### src/rtl/irq_dest_pkg.sv
package irq_dest_pkg;
  localparam int FIELD_W = 8;
  localparam logic [2:0] DM_LOWEST = 3'b001;
  localparam logic [FIELD_W-1:0] PHYS_ALL_ID = 8'hFF;

  typedef enum logic [1:0] {
    SH_FIELD    = 2'd0,
    SH_SELF     = 2'd1,
    SH_ALL      = 2'd2,
    SH_ALL_XSELF = 2'd3
  } shorthand_e;
endpackage

### src/rtl/irq_first_one.sv
module irq_first_one #(
  parameter int WIDTH = 4
) (
  input  logic [WIDTH-1:0] vec_in,
  output logic [WIDTH-1:0] vec_out
);
  assign vec_out = vec_in & (~vec_in + WIDTH'(1));
endmodule

### src/rtl/irq_target_decode.sv
module irq_target_decode
  import irq_dest_pkg::*;
#(
  parameter int N_AGENTS = 4,
  localparam int SEL_W = (N_AGENTS > 1) ? $clog2(N_AGENTS) : 1
) (
  input  logic [FIELD_W-1:0]          dest,
  input  logic [2:0]                  dmode,
  input  logic                        logical,
  input  logic [1:0]                  short_code,
  input  logic [SEL_W-1:0]            sender,
  input  logic [FIELD_W*N_AGENTS-1:0] ids,
  input  logic [FIELD_W*N_AGENTS-1:0] ldrs,
  output logic [N_AGENTS-1:0]         cand,
  output logic                        use_arb
);
  logic [N_AGENTS-1:0] id_hit;
  logic [N_AGENTS-1:0] id_first;
  logic [N_AGENTS-1:0] ldr_hit;
  logic [N_AGENTS-1:0] self_bit;
  logic                lowest;

  for (genvar g = 0; g < N_AGENTS; g++) begin : g_match
    assign id_hit[g]   = (ids[g*FIELD_W +: FIELD_W] == dest);
    assign ldr_hit[g]  = |(ldrs[g*FIELD_W +: FIELD_W] & dest);
    assign self_bit[g] = (sender == SEL_W'(g));
  end

  irq_first_one #(.WIDTH(N_AGENTS)) u_first (
    .vec_in  (id_hit),
    .vec_out (id_first)
  );

  assign lowest = (dmode == DM_LOWEST);

  always_comb begin
    cand    = '0;
    use_arb = 1'b0;
    unique case (shorthand_e'(short_code))
      SH_FIELD: begin
        if (!logical) begin
          if (!lowest) begin
            if (dest == PHYS_ALL_ID) cand = '1;
            else                     cand = id_first;
          end
        end else if (dest != '0) begin
          cand    = ldr_hit;
          use_arb = lowest;
        end
      end
      SH_SELF: cand = self_bit;
      SH_ALL: begin
        cand    = '1;
        use_arb = lowest;
      end
      SH_ALL_XSELF: begin
        cand    = lowest ? '1 : ~self_bit;
        use_arb = lowest;
      end
      default: cand = '0;
    endcase
  end
endmodule

### src/rtl/irq_lowpri_pick.sv
module irq_lowpri_pick
  import irq_dest_pkg::*;
#(
  parameter int N_AGENTS = 4
) (
  input  logic [N_AGENTS-1:0]         cand,
  input  logic [FIELD_W*N_AGENTS-1:0] prios,
  input  logic [N_AGENTS-1:0]         hold,
  input  logic [N_AGENTS-1:0]         focus_dis,
  output logic [N_AGENTS-1:0]         winner
);
  logic [N_AGENTS-1:0] focus_set;
  logic [N_AGENTS-1:0] focus_win;
  logic [N_AGENTS-1:0] prio_win;
  logic [FIELD_W-1:0]  best_prio;
  logic                have_best;

  assign focus_set = cand & hold & ~focus_dis;

  irq_first_one #(.WIDTH(N_AGENTS)) u_focus_first (
    .vec_in  (focus_set),
    .vec_out (focus_win)
  );

  always_comb begin
    prio_win  = '0;
    best_prio = '1;
    have_best = 1'b0;
    for (int i = 0; i < N_AGENTS; i++) begin
      if (cand[i] && (!have_best || prios[i*FIELD_W +: FIELD_W] < best_prio)) begin
        prio_win  = '0;
        prio_win[i] = 1'b1;
        best_prio = prios[i*FIELD_W +: FIELD_W];
        have_best = 1'b1;
      end
    end
  end

  assign winner = (|focus_set) ? focus_win : prio_win;
endmodule

### src/rtl/irq_dest_arbiter.sv
module irq_dest_arbiter
  import irq_dest_pkg::*;
#(
  parameter int N_AGENTS = 4,
  localparam int SEL_W = (N_AGENTS > 1) ? $clog2(N_AGENTS) : 1
) (
  input  logic                        clk,
  input  logic                        rst,
  input  logic                        req_valid,
  input  logic [7:0]                  req_dest,
  input  logic [2:0]                  req_dmode,
  input  logic                        req_logical,
  input  logic [1:0]                  req_short,
  input  logic [SEL_W-1:0]            req_sender,
  input  logic [8*N_AGENTS-1:0]       agent_id,
  input  logic [8*N_AGENTS-1:0]       agent_ldr,
  input  logic [8*N_AGENTS-1:0]       agent_prio,
  input  logic [N_AGENTS-1:0]         agent_hold,
  input  logic [N_AGENTS-1:0]         agent_focus_dis,
  output logic [N_AGENTS-1:0]         sel_mask,
  output logic                        accepted,
  output logic                        send_err,
  output logic                        done
);
  logic [N_AGENTS-1:0] cand;
  logic [N_AGENTS-1:0] winner;
  logic [N_AGENTS-1:0] final_mask;
  logic                use_arb;

  irq_target_decode #(.N_AGENTS(N_AGENTS)) u_decode (
    .dest       (req_dest),
    .dmode      (req_dmode),
    .logical    (req_logical),
    .short_code (req_short),
    .sender     (req_sender),
    .ids        (agent_id),
    .ldrs       (agent_ldr),
    .cand       (cand),
    .use_arb    (use_arb)
  );

  irq_lowpri_pick #(.N_AGENTS(N_AGENTS)) u_pick (
    .cand      (cand),
    .prios     (agent_prio),
    .hold      (agent_hold),
    .focus_dis (agent_focus_dis),
    .winner    (winner)
  );

  assign final_mask = use_arb ? winner : cand;

  always_ff @(posedge clk) begin
    if (rst) begin
      sel_mask <= '0;
      accepted <= 1'b0;
      send_err <= 1'b0;
      done     <= 1'b0;
    end else begin
      done     <= req_valid;
      send_err <= req_valid && (final_mask == '0);
      if (req_valid) begin
        sel_mask <= final_mask;
        accepted <= |final_mask;
      end
    end
  end
endmodule

### config.mk
export PLATFORM = sky130hd
export DESIGN_NAME = irq_dest_arbiter
export DESIGN_NICKNAME = d
export VERILOG_FILES = /design/src/rtl/irq_dest_pkg.sv /design/src/rtl/irq_first_one.sv /design/src/rtl/irq_target_decode.sv /design/src/rtl/irq_lowpri_pick.sv /design/src/rtl/irq_dest_arbiter.sv
export SDC_FILE = /design/constraint.sdc
export NUM_CORES = 1
export LEC_CHECK = 0
export ABC_AREA = 1
export BUFFER_PORTS_ARGS = -buffer_cell sky130_fd_sc_hd__buf_4
export CORE_ASPECT_RATIO = 1.1
export CORE_MARGIN = 1.5
export CORE_UTILIZATION = 26
export CTS_CLUSTER_SIZE = 14
export DETAILED_ROUTE_END_ITERATION = 6
export SLEW_MARGIN = 20
export SYNTH_ARGS = -nofsm -noshare
export SYNTH_HDL_FRONTEND = slang
export SYNTH_SLANG_ARGS = --single-unit
### constraint.sdc
create_clock -name clk -period 6.8 [get_ports clk]
set_input_delay 2.04 -clock clk [delete_from_list [all_inputs] [get_ports clk]]
set_output_delay 2.04 -clock clk [all_outputs]
set_load 0.01 [all_outputs]
==> run summary, run 1 <==
Result of the run -> finished clean
Period utilization -> 94.45%
Final routed wire length divided by cell count -> 12.09 µm
Num ports -> 130
Data arrival time at the worst-slack endpoint -> 6.54 ns
Least-Margin Pin Slew -> 0.4405 ns
Time the worst path needs with I/O delays and setup -> 6.423 ns
Max clock buf depth -> 2
Cell taking the most area after synthesis -> nand2_1
Worst setup path endpoint -> accepted$_SDFFE_PP0P_
Pwr Density -> 101.8 nW/µm²
Pins over their slew limit -> 0
Ant. Diodes -> 0
Part of the total power dissipated in combinational logic -> 70.1%
Hold buffers post-CTS -> 0
Root Buffer -> clkbuf_8
Worst-skew pair later-pin latency -> 0.22 ns
Mean instance size in the synthesized netlist -> 5.708 µm²
Number of gates on the worst path with buffers counted -> 44
Fraction of synthesized cell area taken by the top area cell type -> 20.89%
Global-route usage over all layers -> 16.56%
Post-detailed-route count of antenna-violating nets -> 0
Depth of the CTS H-tree -> 1
Critical-path maximum fanout -> 17
Ratio of cells with drive above 1 in the final layout -> 36.63%
Register clock-pin slew on the reported worst setup and hold paths -> 0.04 ns
Highest metal layer with signal wires -> met4
Net count of the mapped netlist -> 523
First-pass GRT wire length -> 12430 µm
Proportion of synthesized flip-flops having asynchronous set or reset -> 0%
Mapped Area -> 2175 µm²
Num rows -> 34
Commonest cells in the netlist -> nand2_1, inv_1, nor2_1
Cell at the slowest stage of the critical path -> ha_1
Yosys warnings -> 0
Max_slew headroom -> 70.55%
Crit path buf inv count -> 4
Routed metal-1 wirelength -> 3460 µm
Crit path capture type -> flop
Clock sink count -> 7
Depth of the most critical reg-to-reg path -> 4
Core area -> 7998 µm²
Beginning of the worst register-to-register path -> sel_mask[3]$_SDFFE_PP0P_
Layout Skew -> 0 ns
Proportion of total power due to net switching -> 40.78%
Count of buffers added by post-CTS timing repair for setup -> 0
Initial DRT Pass Iterations -> 4
Height of the die -> 98.92 µm
Number of antenna violations at the first check in global routing -> 0
Type of origin of the critical path -> primary input
Met3 routed wirelength -> 346 µm
Leakage Power -> 0.001831 µW
Worst endpoint required time -> 6.92 ns
Die extent in x -> 90.20 µm
Most frequently used flop master after synthesis -> dfxtp_1
F_max -> 155.7 MHz
Number of nets in the finished design -> 659
Vias in the first global route -> 2784
Hold Vio Cnt, Final -> 0
CTS tree -> built
Maximum number of pins on one net before global-route repair -> 18
Setup slack, reg-to-reg -> 6.14 ns
Die ar. -> 8922 µm²
Area Overhead vs Synth -> 54.89%
Max-cap violations -> 0
Max stage delay on crit path -> 0.28 ns
Worst hold-check path type -> reg2reg
Final sum of negative setup slack -> 0 ns
Post-Layout Cell Count -> 624
Endpoint of the lowest-slack register-to-register path -> sel_mask[3]$_SDFFE_PP0P_
Kind of cell with the highest combined delay on the critical path -> simple AND/OR/NAND/NOR gates
Psw -> 139.9 µW
Relative contribution of sequential cells to total power -> 13.3%
Setup-failing EPs final -> 0
Remaining global-route overflow -> 0
Post-CTS Resized -> 0
EDFF count, synth -> 0
Post-synth cell types -> 35
Class of the most critical setup path -> in2reg
Met2 wire length -> 3693 µm
Final design utilization -> 42.12%
Share of total power in the clock network -> 16.7%
Initial core utilization -> 27.19%
Average via count per standard cell -> 4.551
Residual DRC count -> 0
Clock buffers created by TritonCTS -> 3
WL final -> 7542 µm
Post-synthesis cell count -> 381
Start point of the critical path -> req_dest[6]
HPWL after detailed placement -> 6754 µm
Dpl cells -> 620
Internal power component -> 203.1 µW
Via count -> 2840
Count leader, synth -> nand2_1
Final weighted congestion of routability-driven global placement -> 0.9160
Flip-flop and latch count after synthesis -> 7
Filler Cell Count -> 896
Sequential fraction of the synthesis area -> 6.444%
Worst IR Drop VDD -> 0.00004384 V
Most frequent CP cell -> nand2_1
Count of input and output buffers -> 129
Drt first-iter violations -> 67
Dominant cells by area after synthesis -> nand2_1, ha_1, xnor2_1
how the worst min path moves through the flow:
| stage | from | end | slack (ns) | cells past startpoint |
|---|---|---|---|---|
| floorplan | sel_mask[0]$_SDFFE_PP0P_ | sel_mask[0]$_SDFFE_PP0P_ | 0.54 | 2 |
| global placement | sel_mask[2]$_SDFFE_PP0P_ | sel_mask[2]$_SDFFE_PP0P_ | 0.53 | 2 |
| detailed placement | sel_mask[0]$_SDFFE_PP0P_ | sel_mask[0]$_SDFFE_PP0P_ | 0.54 | 2 |
| CTS | sel_mask[0]$_SDFFE_PP0P_ | sel_mask[0]$_SDFFE_PP0P_ | 0.55 | 2 |
| global route | sel_mask[2]$_SDFFE_PP0P_ | sel_mask[2]$_SDFFE_PP0P_ | 0.57 | 2 |
| finish | sel_mask[2]$_SDFFE_PP0P_ | sel_mask[2]$_SDFFE_PP0P_ | 0.54 | 2 |
final cells by class:
class	instances	area (µm²)	share of cell area (%)
Sequential cell	7	140.1	4.160
Timing Repair Buffer	142	1066	31.65
Clock buffer	4	45.04	1.337
Inverter	51	196.4	5.832
Multi-Input combinational cell	312	1785	53.01
Tap cell	108	135.1	4.012
flip-flops by register name, summed over array words and instances (netlist names):
register / cells
sel_mask: 4
done: 1
accepted: 1
send_err: 1
routing by layer:
| metal | track usage (%) | vias up |
|---|---|---|
| met1 | 21.50 | 1250 |
| met5 | 0 | - |
| met3 | 2.469 | 4 |
| met2 | 29.72 | 74 |
| li1 | - | 1512 |
| met4 | 1.832 | 0 |
tightest hold or removal path: stages (launching register included):
cell,delay (ns)
dfxtp_1,0.30
o21ai_0,0.14
a21oi_1,0.05
layout by cell type (no fill, tap or decap), drive strengths merged:
cell | synthesis | final
clkbuf | 2 | 4
o21ai | 26 | 26
buf | 9 | 142
nor3 | 7 | 7
nand3 | 19 | 19
a31o | 1 | 1
nand3b | 3 | 3
nor3b | 1 | 1
a31oi | 1 | 1
xnor2 | 19 | 19
a21oi | 18 | 18
nand4 | 11 | 11
nor4 | 2 | 2
a22o | 4 | 4
dfxtp | 7 | 7
inv | 51 | 51
a221oi | 5 | 5
nand2 | 131 | 131
a21boi | 1 | 1
or2 | 9 | 9
ha | 19 | 19
a211oi | 3 | 3
nor2 | 32 | 32
kinds of logic after synthesis:
| kind of cell | after synthesis | share of synthesized area [%] |
|---|---|---|
| AOI/OAI and AO/OA | 59 | 16.34 |
| and+or+nand+nor | 215 | 44.88 |
| adders and majority gates | 19 | 10.93 |
| buffers and inverters | 62 | 13.75 |
| DFF | 7 | 6.444 |
| xor gates and xnor gates | 19 | 7.652 |
power by group through the flow:
stage	registers (µW)	logic [µW]	clock network, µW
floorplan	47.4	135	0
global placement	46.2	227	0
detailed placement	46.1	231	0
CTS	45.5	232	59.1
global route	45.8	271	63.2
finish	45.5	240	57.2
metrics by stage:
step	setup WS, ns	hold slack, ns	area (µm²)	total power (µW)
5_1_grt	-0.02272	0.5669	3368	379.6
3_5_place_dp	-0.1790	0.5421	3273	277.5
2_1_floorplan	0.1954	0.5406	2175	182.3
6_report	0.3772	0.5376	3368	343.0
3_3_place_gp	0.01876	0.5251	3273	273.4
4_1_cts	0.04458	0.5502	3318	336.8
Note: power is estimated with default switching activity, not from simulation.
==> run 2: changes to the inputs <==
- ABC_AREA: 1 -> not set
==> run 2 against run 1 <==
The run now ends with negative setup slack left. Synthesized cell count is 25% lower. Critical path depth decreased by 12. Cell count down 7.7%. First-iteration DRC count grew 24%. Non-clock buffer count rose by 49. Total power increased by 35%. Wire length rose by 8.4%. Sequential share of layout area down 0.68 points. Flip-flop and latch count stayed put. Critical path type unchanged.
==> run summary, run 2 <==
Leakage Power -> 0.001847 µW (+0.84%)
Average via count per standard cell -> 5.019 (+10%)
Type of origin of the critical path -> primary input
Ratio of cells with drive above 1 in the final layout -> 54.27% (+18 points)
First-pass GRT wire length -> 13280 µm (+6.8%)
Layout Skew -> 0 ns (unchanged)
Sequential fraction of the synthesis area -> 6.497% (+0.052 points)
WL final -> 8175 µm (+8.4%)
Cell at the slowest stage of the critical path -> or3_1
Core area -> 7998 µm² (unchanged)
Period utilization -> 112.2% (+18 points)
Depth of the CTS H-tree -> 1 (unchanged)
Area Overhead vs Synth -> 86.66%
Cell taking the most area after synthesis -> ha_1
HPWL after detailed placement -> 7006 µm (+3.7%)
Critical-path maximum fanout -> 8 (-9)
Net count of the mapped netlist -> 426 (-19%)
Number of antenna violations at the first check in global routing -> 0 (unchanged)
Drt first-iter violations -> 83 (+24%)
Flip-flop and latch count after synthesis -> 7 (unchanged)
Max-cap violations -> 0 (unchanged)
Class of the most critical setup path -> in2reg
Commonest cells in the netlist -> nor2_1, a21oi_1, ha_1
Final routed wire length divided by cell count -> 14.19 µm (+17%)
Hold buffers post-CTS -> 0 (unchanged)
Placed Instance Area -> 3664 µm² (+12%)
F_max -> 131.1 MHz (-16%)
Yosys warnings -> 0 (unchanged)
Via count -> 2891 (+1.8%)
Initial DRT Pass Iterations -> 4 (unchanged)
Die ar. -> 8852 µm² (-0.78%)
Count leader, synth -> nor2_1
Setup repair after global routing missed its margin -> yes
Register clock-pin slew on the reported worst setup and hold paths -> 0.04 ns (about the same)
Data arrival time at the worst-slack endpoint -> 7.76 ns (+1.22 ns)
Pins over their slew limit -> 0 (unchanged)
Post-layout worst setup margin -> -0.8281 ns (-1.205 ns)
Final sum of negative setup slack -> -4.660 ns (-4.660 ns)
Hold Vio Cnt, Final -> 0 (unchanged)
Most frequently used flop master after synthesis -> dfxtp_1
Dominant cells by area after synthesis -> ha_1, dfxtp_1, xnor2_1
Result of the run -> complete, but fails checks
Post-synthesis cell count -> 284 (-25%)
Remaining global-route overflow -> 0 (unchanged)
Num rows -> 34 (unchanged)
Clock sink count -> 7 (unchanged)
Post-synth cell types -> 63 (+80%)
Worst-skew pair later-pin latency -> 0.23 ns (about the same)
Proportion of synthesized flip-flops having asynchronous set or reset -> 0% (unchanged)
Routed metal-1 wirelength -> 3220 µm (-6.9%)
Ant. Diodes -> 0 (unchanged)
Violated checks -> negative setup slack
Mean instance size in the synthesized netlist -> 7.595 µm² (+33%)
Worst endpoint required time -> 6.93 ns (about the same)
Initial core utilization -> 26.97% (-0.22 points)
Largest register FFs -> 4 (unchanged)
Mapped Area -> 2157 µm² (-0.81%)
Setup-failing EPs final -> 6 (+6)
Final weighted congestion of routability-driven global placement -> 0.8640 (-5.7%)
CTS tree -> built
Crit path capture type -> flop
Worst IR Drop VDD -> 0.00003754 V (-14%)
Total power -> 463.1 µW (+35%)
Maximum number of pins on one net before global-route repair -> 16 (-2)
Clock buffers created by TritonCTS -> 3 (unchanged)
Commonest non-fill, non-tap cell in the layout -> buf_4
Commonest non-fill, non-tap cells in the layout -> buf_4, nor2_1, a21oi_1
Die extent in x -> 89.85 µm (-0.39%)
Global-route usage over all layers -> 17.80% (+1.2 points)
Root Buffer -> clkbuf_8
Biggest register -> sel_mask
Highest metal layer with signal wires -> met4
Vias in the first global route -> 2976 (+6.9%)
Post-route standard cell area excluding fillers -> 4026 µm² (+20%)
Least-Margin Pin Slew -> 0.5546 ns (+0.1142 ns)
Number of nets in the finished design -> 611 (-7.3%)
Worst hold-check path type -> reg2reg
Num ports -> 130 (unchanged)
Time the worst path needs with I/O delays and setup -> 7.628 ns (+1.205 ns)
Height of the die -> 98.53 µm (-0.39%)
Residual DRC count -> 0 (unchanged)
EDFF count, synth -> 0 (unchanged)
Max stage delay on crit path -> 0.38 ns (+0.10 ns)
Met2 wire length -> 4338 µm (+17%)
Met3 routed wirelength -> 536 µm (+55%)
Count of input and output buffers -> 129 (unchanged)
Fraction of synthesized cell area taken by the top area cell type -> 11.02% (-9.9 points)
Post-route worst hold slack -> 0.5094 ns (-0.02825 ns)
Most frequent CP cell -> buf_4
Max clock buf depth -> 2 (unchanged)
Max_slew headroom -> 62.68% (-7.9 points)
Pwr Density -> 115.0 nW/µm² (+13%)
Post-detailed-route count of antenna-violating nets -> 0 (unchanged)
[run 2: cell types whose count changed after synthesis, moves of 6 or more]
cell	change
nand2_1	-103
nand2_2	-7
o21ai_0	-16
inv_1	-30
inv_2	-6
a22oi_1	+16
xor2_1	+16
nand3_1	-11
[run 2: area by class of cell]
cell class                      count  area (µm²)
Fill cell                         808        3971
Timing Repair inverter              1       5.005
Timing Repair Buffer              191        1473
Clock buffer                        4       45.04
Multi-Input combinational cell    252        2175
Inverter                           13       53.80
Tap cell                          108       135.1
Sequential cell                     7       140.1
[run 2: path summary, 6_finish.rpt]
path | cells past startpoint | start | endpoint | slack [ns]
min reg2reg | 2 | sel_mask[1]$_SDFFE_PP0P_ | sel_mask[1]$_SDFFE_PP0P_ | 0.51
max reg2reg | 2 | sel_mask[1]$_SDFFE_PP0P_ | sel_mask[1]$_SDFFE_PP0P_ | 6.09
max | 32 | req_dest[2] | sel_mask[1]$_SDFFE_PP0P_ | -0.83
min | 2 | sel_mask[1]$_SDFFE_PP0P_ | sel_mask[1]$_SDFFE_PP0P_ | 0.51
[run 2: kinds of logic after synthesis]
group                    synth area share (%)
AND/OR/NAND/NOR                         25.99
AO/OA/AOI/OAI                           33.01
XOR/XNOR                                12.99
buffers and inverters                   6.960
adder cells (fa/ha/maj)                 11.49
flip-flops                              6.496
multiplexers                            3.074
[run 2: critical path, delay by kind of cell]
family / cells / cell delay (ns)
xor+xnor: 1 / 0.16
simple gates: 10 / 1.78
mux: 1 / 0.30
buf+inv: 4 / 0.63
fa+ha+maj: 3 / 0.77
compound gates: 13 / 2.05
[run 2: metrics by stage]
step	std cells	setup slack [ns]	util, %
global route	576	-1.107	50.34
CTS	564	-0.8051	47.58
floorplan	284	-0.8545	-
finish	576	-0.8281	50.34
detailed placement	558	-1.192	45.81
global placement	558	-1.059	45.81
[run 2: where the power goes]
part	internal, µW	switching (µW)
Combinational	197	163
Sequential	44.1	1.37
Clock	40.5	17.3
[run 2: what timing repair did]
item / in CTS / in global routing
pin swaps: 1 / 13
setup endpoints to repair: 6 / 6
gates resized for setup: 16 / 26
cloned: 0 / 2
setup buffers: 2 / 10
[run 2: layer usage]
layer | vias to the layer above | track usage [%]
met4 | 0 | 2.686
met1 | 1315 | 19.55
li1 | 1444 | -
met3 | 8 | 2.932
met5 | - | 0
met2 | 124 | 36.05
